**src/rtl/sgq_pkg.sv**
```systemverilog
`timescale 1ns/1ps
package sgq_pkg;

  // Bit of the configuration word that empties and disables the queue.
  localparam int unsigned CFG_CLR_BIT = 16;

  // Outcome of a command write, decided in the cycle of the write.
  typedef enum logic [1:0] {
    PUSH_NONE     = 2'd0,
    PUSH_ACCEPT   = 2'd1,
    PUSH_OVERFLOW = 2'd2,
    PUSH_MISALIGN = 2'd3
  } push_res_e;

  // Address bits that must be zero for an 8-byte aligned segment.
  localparam int unsigned ALIGN_BITS = 3;

endpackage

```
**src/rtl/sgq_cmd_latch.sv**
```systemverilog
`timescale 1ns/1ps
module sgq_cmd_latch
  import sgq_pkg::*;
#(
  parameter int unsigned ADDR_W = 40,
  parameter int unsigned SIZE_W = 20,
  localparam int unsigned ENT_W = ADDR_W + SIZE_W + 3
) (
  input  logic              clk,
  input  logic              rst_n,
  input  logic              addr_we,
  input  logic [ADDR_W-1:0] addr_wdata,
  input  logic              cmd_we,
  input  logic              cmd_rw,
  input  logic              cmd_endian,
  input  logic              cmd_intdis,
  input  logic [SIZE_W-1:0] cmd_size,
  input  logic              flush,
  input  logic              enabled,
  input  logic              full,
  output push_res_e         push_res,
  output logic [ENT_W-1:0]  push_entry,
  output logic [ALIGN_BITS-1:0] held_low,
  output logic              ovf_flag,
  output logic              align_err
);

  logic [ADDR_W-1:0] addr_hold_q;
  logic              ovf_q;
  logic              err_q;

  always_ff @(posedge clk or negedge rst_n) begin
    if (!rst_n) begin
      addr_hold_q <= '0;
    end else if (addr_we) begin
      addr_hold_q <= addr_wdata;
    end
  end

  assign held_low = addr_hold_q[ALIGN_BITS-1:0];

  // Verdict for a command write: clear wins, then capacity/enable, then alignment.
  always_comb begin
    push_res = PUSH_NONE;
    if (cmd_we && !flush) begin
      if (!enabled || full) begin
        push_res = PUSH_OVERFLOW;
      end else if (held_low != '0) begin
        push_res = PUSH_MISALIGN;
      end else begin
        push_res = PUSH_ACCEPT;
      end
    end
  end

  assign push_entry = {addr_hold_q, cmd_size, cmd_rw, cmd_endian, cmd_intdis};

  always_ff @(posedge clk or negedge rst_n) begin
    if (!rst_n) begin
      ovf_q <= 1'b0;
      err_q <= 1'b0;
    end else if (flush) begin
      ovf_q <= 1'b0;
      err_q <= 1'b0;
    end else begin
      if (push_res == PUSH_OVERFLOW) ovf_q <= 1'b1;
      if (push_res == PUSH_MISALIGN) err_q <= 1'b1;
    end
  end

  assign ovf_flag  = ovf_q;
  assign align_err = err_q;

endmodule

```
**src/rtl/sgq_store.sv**
```systemverilog
`timescale 1ns/1ps
module sgq_store #(
  parameter int unsigned DEPTH = 16,
  parameter int unsigned ENT_W = 63,
  localparam int unsigned PTR_W = (DEPTH > 1) ? $clog2(DEPTH) : 1,
  localparam int unsigned CNT_W = $clog2(DEPTH + 1)
) (
  input  logic             clk,
  input  logic             rst_n,
  input  logic             flush,
  input  logic             push,
  input  logic [ENT_W-1:0] wdata,
  input  logic             pop,
  output logic [ENT_W-1:0] rdata,
  output logic [CNT_W-1:0] count,
  output logic             full,
  output logic             empty
);

  logic [PTR_W-1:0] wptr_q;
  logic [PTR_W-1:0] rptr_q;
  logic [CNT_W-1:0] count_q;
  logic [ENT_W-1:0] slot_data [DEPTH];

  function automatic logic [PTR_W-1:0] ptr_next(input logic [PTR_W-1:0] p);
    return (p == PTR_W'(DEPTH - 1)) ? '0 : p + 1'b1;
  endfunction

  // One register per slot, loaded only when the write pointer selects it.
  for (genvar g = 0; g < DEPTH; g++) begin : g_slot
    logic [ENT_W-1:0] q;
    always_ff @(posedge clk or negedge rst_n) begin
      if (!rst_n) begin
        q <= '0;
      end else if (push && !flush && (wptr_q == PTR_W'(g))) begin
        q <= wdata;
      end
    end
    assign slot_data[g] = q;
  end

  always_ff @(posedge clk or negedge rst_n) begin
    if (!rst_n) begin
      wptr_q  <= '0;
      rptr_q  <= '0;
      count_q <= '0;
    end else if (flush) begin
      wptr_q  <= '0;
      rptr_q  <= '0;
      count_q <= '0;
    end else begin
      if (push) wptr_q <= ptr_next(wptr_q);
      if (pop)  rptr_q <= ptr_next(rptr_q);
      unique case ({push, pop})
        2'b10:   count_q <= count_q + 1'b1;
        2'b01:   count_q <= count_q - 1'b1;
        default: count_q <= count_q;
      endcase
    end
  end

  assign rdata = slot_data[rptr_q];
  assign count = count_q;
  assign full  = (count_q == CNT_W'(DEPTH));
  assign empty = (count_q == '0);

endmodule

```
**src/rtl/sgq_track.sv**
```systemverilog
`timescale 1ns/1ps
module sgq_track (
  input  logic clk,
  input  logic rst_n,
  input  logic flush,
  input  logic pop,
  input  logic pop_intdis,
  input  logic cpl_ack,
  output logic busy,
  output logic done_irq
);

  logic busy_q;
  logic intdis_q;
  logic done_q;

  always_ff @(posedge clk or negedge rst_n) begin
    if (!rst_n) begin
      busy_q   <= 1'b0;
      intdis_q <= 1'b0;
      done_q   <= 1'b0;
    end else if (flush) begin
      busy_q   <= 1'b0;
      intdis_q <= 1'b0;
      done_q   <= 1'b0;
    end else begin
      done_q <= 1'b0;
      if (pop) begin
        busy_q   <= 1'b1;
        intdis_q <= pop_intdis;
      end else if (busy_q && cpl_ack) begin
        busy_q <= 1'b0;
        done_q <= ~intdis_q;
      end
    end
  end

  assign busy     = busy_q;
  assign done_irq = done_q;

endmodule

```
**src/rtl/sgq_desc_fifo.sv**
```systemverilog
`timescale 1ns/1ps
module sgq_desc_fifo
  import sgq_pkg::*;
#(
  parameter int unsigned DEPTH  = 16,
  parameter int unsigned ADDR_W = 40,
  parameter int unsigned SIZE_W = 20,
  localparam int unsigned CNT_W = $clog2(DEPTH + 1),
  localparam int unsigned ENT_W = ADDR_W + SIZE_W + 3
) (
  input  logic              clk,
  input  logic              rst_n,
  input  logic              addr_we,
  input  logic [ADDR_W-1:0] addr_wdata,
  input  logic              cmd_we,
  input  logic              cmd_rw,
  input  logic              cmd_endian,
  input  logic              cmd_intdis,
  input  logic [SIZE_W-1:0] cmd_size,
  input  logic              cfg_we,
  input  logic [31:0]       cfg_wdata,
  output logic [CNT_W-1:0]  cfg_count,
  output logic              cfg_enabled,
  output logic              ovf_flag,
  output logic              align_err,
  output logic              desc_valid,
  input  logic              desc_ready,
  output logic [ADDR_W-1:0] desc_addr,
  output logic [SIZE_W-1:0] desc_size,
  output logic              desc_rw,
  output logic              desc_endian,
  output logic              desc_intdis,
  input  logic              cpl_ack,
  output logic              done_irq
);

  logic              en_q;
  logic              flush;
  logic              full;
  logic              empty;
  logic              busy;
  logic              pop;
  logic              push;
  push_res_e         push_res;
  logic [ENT_W-1:0]  push_entry;
  logic [ENT_W-1:0]  head_entry;
  logic [ALIGN_BITS-1:0] held_low;
  logic              unused_cfg_bits;

  assign flush = cfg_we && cfg_wdata[CFG_CLR_BIT];
  assign unused_cfg_bits = ^{cfg_wdata[31:CFG_CLR_BIT+1], cfg_wdata[CFG_CLR_BIT-1:0]};

  always_ff @(posedge clk or negedge rst_n) begin
    if (!rst_n) begin
      en_q <= 1'b0;
    end else if (cfg_we) begin
      en_q <= ~cfg_wdata[CFG_CLR_BIT];
    end
  end

  sgq_cmd_latch #(
    .ADDR_W (ADDR_W),
    .SIZE_W (SIZE_W)
  ) u_latch (
    .clk        (clk),
    .rst_n      (rst_n),
    .addr_we    (addr_we),
    .addr_wdata (addr_wdata),
    .cmd_we     (cmd_we),
    .cmd_rw     (cmd_rw),
    .cmd_endian (cmd_endian),
    .cmd_intdis (cmd_intdis),
    .cmd_size   (cmd_size),
    .flush      (flush),
    .enabled    (en_q),
    .full       (full),
    .push_res   (push_res),
    .push_entry (push_entry),
    .held_low   (held_low),
    .ovf_flag   (ovf_flag),
    .align_err  (align_err)
  );

  assign push = (push_res == PUSH_ACCEPT);

  assign desc_valid = en_q && !empty && !busy;
  assign pop        = desc_valid && desc_ready && !flush;

  sgq_store #(
    .DEPTH (DEPTH),
    .ENT_W (ENT_W)
  ) u_store (
    .clk   (clk),
    .rst_n (rst_n),
    .flush (flush),
    .push  (push),
    .wdata (push_entry),
    .pop   (pop),
    .rdata (head_entry),
    .count (cfg_count),
    .full  (full),
    .empty (empty)
  );

  assign {desc_addr, desc_size, desc_rw, desc_endian, desc_intdis} = head_entry;

  sgq_track u_track (
    .clk        (clk),
    .rst_n      (rst_n),
    .flush      (flush),
    .pop        (pop),
    .pop_intdis (desc_intdis),
    .cpl_ack    (cpl_ack),
    .busy       (busy),
    .done_irq   (done_irq)
  );

  assign cfg_enabled = en_q;

endmodule

```
**config.mk**
```make
export PLATFORM = sky130hd
export DESIGN_NAME = sgq_desc_fifo
export DESIGN_NICKNAME = d
export VERILOG_FILES = /design/src/rtl/sgq_pkg.sv /design/src/rtl/sgq_cmd_latch.sv /design/src/rtl/sgq_store.sv /design/src/rtl/sgq_track.sv /design/src/rtl/sgq_desc_fifo.sv
export SDC_FILE = /design/constraint.sdc
export NUM_CORES = 2
export LEC_CHECK = 0
export CORE_AREA = 2 2 279 281
export CTS_BUF_LIST = sky130_fd_sc_hd__clkbuf_8
export DETAILED_ROUTE_END_ITERATION = 6
export DIE_AREA = 0 0 281 283
export PLACE_DENSITY_LB_ADDON = 0.2
export SKIP_CTS_REPAIR_TIMING = 1
export SYNTH_ARGS = -nofsm -noshare
export SYNTH_HDL_FRONTEND = slang
export SYNTH_HIERARCHICAL = 1
export SYNTH_SLANG_ARGS = --single-unit
```
**constraint.sdc**
```tcl
create_clock -name clk -period 3.15 [get_ports clk]
set_input_delay 0.63 -clock clk [delete_from_list [all_inputs] [get_ports clk]]
set_output_delay 0.63 -clock clk [all_outputs]
set_load 0.05 [all_outputs]
```
Yosys cells after proc, flatten, opt, wreduce, memory -nomap -nowiden. Index checks and enable logic that the tools add are counted.

Flip-flop bits (word level): 1067. Bits of input ports: 102. Output and inout bits: 73. Logic and storage cells: 120.

$add $sub $neg: 4. $lt $le $gt $ge: 1. Eq/ne operators: 22. Muxes and demuxes: 26. Bitwise operators: 3. Reduce and logical (&&, ||, !) cells: 38.

Operator list (number): $bmux 63 s4 (1); $mux 63 (2); $eq 4x4->1 const B (9); $logic_and 1x1->1 (24); $mux 4 (6); $eq 4x3->1 const B (4); $mux 1 (12); $pmux 5 s2 (1); $reduce_bool 3->1 (3); $add 4x1->4 const B (2); $eq 4x2->1 const B (2); $reduce_bool 2->1 (4); $eq 2x2->1 const B (3); $mux 2 (3); $add 5x1->5 const B (1); $eq 5x5->1 const B (1); $ge 5x5->1 const B (1); $logic_not 5->1 (1); $mux 5 (1); $not 4->5 (1); $sub 5x1->5 const B (1); $eq 2x1->1 const B (2); $eq 4x1->1 const B (1); $logic_not 1->1 (4); 3 further kinds (4).

Logic depth before layout (Yosys ltp).
Depth in word-level cells: 9. Mapped depth: 14. Depth with buffers taken out: 12.

By module. Netlist, hierarchy kept.

Modules (own cells, without submodules): sgq_store (instances 1, cells each 2825, area each 45671.3 um^2, sequential area each 25549.5 um^2); sgq_cmd_latch (instances 1, cells each 122, area each 1816.7 um^2, sequential area each 1051.0 um^2); sgq_track (instances 1, cells each 10, area each 120.1 um^2, sequential area each 75.1 um^2); sgq_desc_fifo (instances 1, cells each 7, area each 72.6 um^2, sequential area each 25.0 um^2).

Least setup slack after synthesis. No wires, ideal clock.

Path type: reg-to-reg. Start point: register u_store.count_q[1] (netlist: u_store/count[1]). End point: register u_store.count_q[4] (netlist: u_store/count[4]). Library setup time: 0.132 ns. Arrival time: 3.739 ns. Data required time: 3.018 ns. Slack: -0.721 ns. Stages on the path, launching flop included: 15. Path buffers: 3. Period minus slack after synthesis: 3.871 ns. Cells stage by stage: dfrtp_1 -> clkbuf_1 -> nor4_1 -> nor2b_1 -> nor3b_2 -> and3b_1 -> clkbuf_1 -> nand2b_1 -> clkbuf_1 -> xnor2_1 -> ha_1 -> o31a_1 -> o32ai_1 -> xnor2_1 -> nor2_1.

Longest elaborated chain between the ends: 9. Elaborated cells between the ends (all ways): 18. Those cells by class: add/sub (2); eq/ne (4); mux (4); reduce/logical (8).

Ends and longest elaborated chain: start, declared (RTL line sgq_store.sv:22) `logic [CNT_W-1:0] count_q;`; start signal, assigned (RTL line sgq_store.sv:55) `2'b10: count_q <= count_q + 1'b1;`; start signal, assigned (RTL line sgq_store.sv:56) `2'b01: count_q <= count_q - 1'b1;`; start signal, assigned (RTL line sgq_store.sv:57) `default: count_q <= count_q;`; $logic_not 5->1 (*) (RTL line sgq_store.sv:65) `assign empty = (count_q == '0);`; via empty (RTL line sgq_desc_fifo.sv:40) `logic empty;`; $logic_not 1->1 (*) (RTL line sgq_desc_fifo.sv:86) `assign desc_valid = en_q && !empty && !busy;`; $logic_and 1x1->1 (*) (2 in series) (RTL line sgq_desc_fifo.sv:86); via desc_valid (RTL line sgq_desc_fifo.sv:26) `output logic desc_valid,`; $logic_and 1x1->1 (*) (2 in series) (RTL line sgq_desc_fifo.sv:87) `assign pop = desc_valid && desc_ready && !flush;`; via pop (RTL line sgq_desc_fifo.sv:42) `logic pop;`; $eq 2x1->1 / $eq 2x2->1 (equally long branches) (RTL line sgq_store.sv:54) `unique case ({push, pop})`; $pmux 5 s2 (RTL line sgq_store.sv:54); $mux 5 (RTL line sgq_store.sv:47) `end else if (flush) begin`.

The timed path passes the listed nets; every way through them passes the cells marked *. A chain may end at the register's enable or synchronous reset.

Worst setup path after layout.
Start point: register u_store.rptr_q[0]. End point: output port desc_size[1].

Longest elaborated chain between the ends: 4.

Ends and longest elaborated chain: start, declared (RTL line sgq_store.sv:21) `logic [PTR_W-1:0] rptr_q;`; start signal, assigned (RTL line sgq_store.sv:53) `if (pop) rptr_q <= ptr_next(rptr_q);`; $not 4->5 (not written as such) (RTL line sgq_store.sv:62) `assign rdata = slot_data[rptr_q];`; $bmux 63 s4 (RTL line sgq_store.sv:62); $mux 63 (not written as such) (2 in series) (RTL line sgq_store.sv:62); end, declared (RTL line sgq_desc_fifo.sv:29) `output logic [SIZE_W-1:0] desc_size,`.

Every way passes these cells. The select of a mux whose other input is x is not followed.

==> run metrics <==
Mapped Cells=2964; Worst Tran Pin Value=roughly 800 ps; FF+latch count, synth=1067; Synthesized Nets=between 3000 and 4000; hold_ws=approximately 350 ps; RSZ-0062 raised after global routing=true; post-synth top area cell=dfrtp_1; TritonCTS sink count=1067; io pins=around 180; largest net degree at the start of global routing=93; CP Class=reg2out; vias in the first global route=30236; Seq/Total Area, Yosys=0.560; H-tree Lvls=4; largest family of logic cells by synthesized area=multiplexers; class of the worst hold path=in2async; Pleak=about 27 nW; All-Layer GR Usage=0.298; clk slew on worst S/H paths=60 ps; Crit path arrival time=2880 ps; WL met3=6430 microns; # rows=102; die area=0.0795 sq mm; Final #Nets=3332; metal1 wirelength=49000 microns; Slew Limit Fails=0; Vias/cell=6.25; simple-gate share of the synthesized area=0.0157; area delta synth->final=17.9%; Synth Area in XOR/XNOR=0.000918; Worst Setup End Kind=primary output; fmax=approximately 290 MHz; Final Non-Filler Cells=4403; TritonCTS buffer count=around 170; DP Worst Slack=-392 ps; fraction of layout cells with a size suffix above 1=0.561; max_cap viols=0; status=complete, but fails checks; failing checks=setup timing; Pwr Total=40.4 mW; Post-route DRC=0; Fin Setup TNS=-17630 ps; first-pass GRT wire length=180000 microns; final setup skew=27.8 ps; clk root buf=clkbuf_8; top cell type's share of synthesized area=0.560; routability congestion estimate=roughly 0.78; fin crit share=1.11; Chip Width=281 microns; number of placed cells counting well taps=a little over 4000; CTS tree=yes; yosys warns=6; routed wl met2=just under 60000 microns; Cell Area, Synth=0.0477 sq mm; post-route ant nets=0; Final WS setup=-356 ps; Critical Path Source Type=register; Synth Area in Compound Gates=0.0228; antenna violations before repair=3; ranking of synthesized cells by area=dfrtp_1, mux2_2, mux4_2; post-DP HPWL=71000 microns; Synth Area in Adders=0.00184; Cell Pwr Density=about 720 mW/mm^2; Clock Tree Buf Depth=3; mux contribution to synthesized area=0.368; die height=roughly 280 microns; Synth cell types=44; worst vdd ir=0.000690 V; Core Area=0.0767 sq mm; top routing layer used=met5; initial core utilization=0.622; Setup Viol. Count Final=63; 1st-iter DRT viols=roughly 2100; 1st-pass router iterations=5; Critical Path Fanout Max=10; syn_area_per_cell=between 15 and 20 sq um; Slew headroom=0.466; worst path required time=between 2000 and 3000 ps; grt ovf=0; drt wl/cell=26.3 microns; final hold violation count=0; via count=between 20000 and 30000; port buffer count=143; FILL cells=approximately 4700; number of synthesized flops with an enable pin=0; Async SR Flop Fraction=1.00; worst skew pair latency=830 ps; top_reg_cell synth=dfrtp_1; drt total wl=116000 microns; minimum clock period=3510 ps
[cell usage in the layout (no fill, tap or decap), drive strengths merged, types with 6 or more instances in the layout]
master / count
nor3: 8
nand2: 76
ha: 7
clkdlybuf4s50: 77
nor2: 21
clkinvlp: 6
nand2b: 10
mux2: 1048
inv: 80
bufinv: 6
dfrtp: 1067
a22oi: 126
nor2b: 6
mux4: 252
a21oi: 9
clkinv: 15
clkbuf: 219
buf: 283
[cells in the mapped netlist, types with 2 or more instances]
cell type  instances
o21ai_0            4
buf_4             59
buf_2             97
nor3_4             6
clkbuf_1         118
nor2_4             2
mux2_4             6
and2_1             4
nand2b_1           9
xnor2_1            3
inv_1              8
nor2_1            13
mux4_2           252
ha_1               7
a31oi_1            3
a22oi_1          126
o32ai_1            2
mux2_2           993
xor2_1             2
a21oi_1            9
buf_1              5
mux2_1            49
nand2_1           76
dfrtp_1         1067
nand3b_1           3
nor2b_1            5
nand3_1            5
nor3_1             2
o31ai_1            2
mux2i_1            5
buf_6              4
nor2_2             6
[logic make-up (layout without fill, tap and decap cells)]
| group | Yosys count | in the layout |
|---|---|---|
| mux | 1305 | 1305 |
| flops | 1067 | 1067 |
| buf+inv | 291 | 688 |
| compound gates | 149 | 149 |
| simple gates | 140 | 140 |
| fa+ha+maj | 7 | 7 |
| xor+xnor | 5 | 5 |
| other cells | 0 | 2 |
[final timing paths]
check                                   from                  endpoint  slack (ps)  depth (start not counted)
min                                    rst_n    u_store/g_slot[1].q[8]         350                          2
min in group clk               cfg_wdata[16]               cfg_enabled         390                          2
min reg2reg                 u_track/intdis_q          u_track/done_irq         460                          1
max reg2reg                 u_store/count[2]          u_store/count[4]         200                         14
max in group asynchronous              rst_n  u_store/g_slot[15].q[20]        1700                          3
max                        u_store/rptr_q[0]              desc_size[1]        -360                          6
[sequential cells by signal (all words and copies together), names as in the netlist, 4 cells and up]
register	cells
u_store/rptr_q	4
u_latch/addr_hold_q	40
u_store/wptr_q	4
u_store/g_slot.q	1008
u_store/count	5
[final cells by class]
class / instances / area [sq um] / area share
tap: 1040 / 1300 / 0.0232
multi-input combinational: 1606 / 19900 / 0.354
inverter: 8 / 30.0 / 0.000534
antenna: 2 / 5.00 / 0.0000891
timing repair buffer: 368 / 4710 / 0.0838
sequential: 1067 / 26700 / 0.475
clock inverter: 99 / 617 / 0.0110
clock buffer: 213 / 2930 / 0.0522
[through the flow]
step           area (sq um)   util
2_1_floorplan         47700      -
3_3_place_gp          51700  0.674
3_5_place_dp          51700  0.674
4_1_cts               55200  0.720
5_1_grt               56200  0.733
6_report              56200  0.733
[critical path: stages (launching register included)]
cell and delay (ps):
dfrtp_4 490, buf_16 200, buf_12 150, mux4_2 490, a22oi_1 300, nand2_2 160, buf_4 220
[layer usage]
| layer | track usage | vias to the layer above |
|---|---|---|
| met4 | 0.0951 | 2 |
| met1 | 0.418 | 14928 |
| met2 | 0.480 | 837 |
| met5 | 0 | - |
| met3 | 0.0531 | 191 |
| li1 | - | 11555 |
[power by group]
part / switching, mW / internal, mW / total [mW]
Sequential: 0.885 / 15.0 / 15.9
Clock: 5.45 / 6.60 / 12.0
Combinational: 6.80 / 5.73 / 12.5
Total: 13.1 / 27.3 / 40.4
Power figures use the tool's default switching activity.
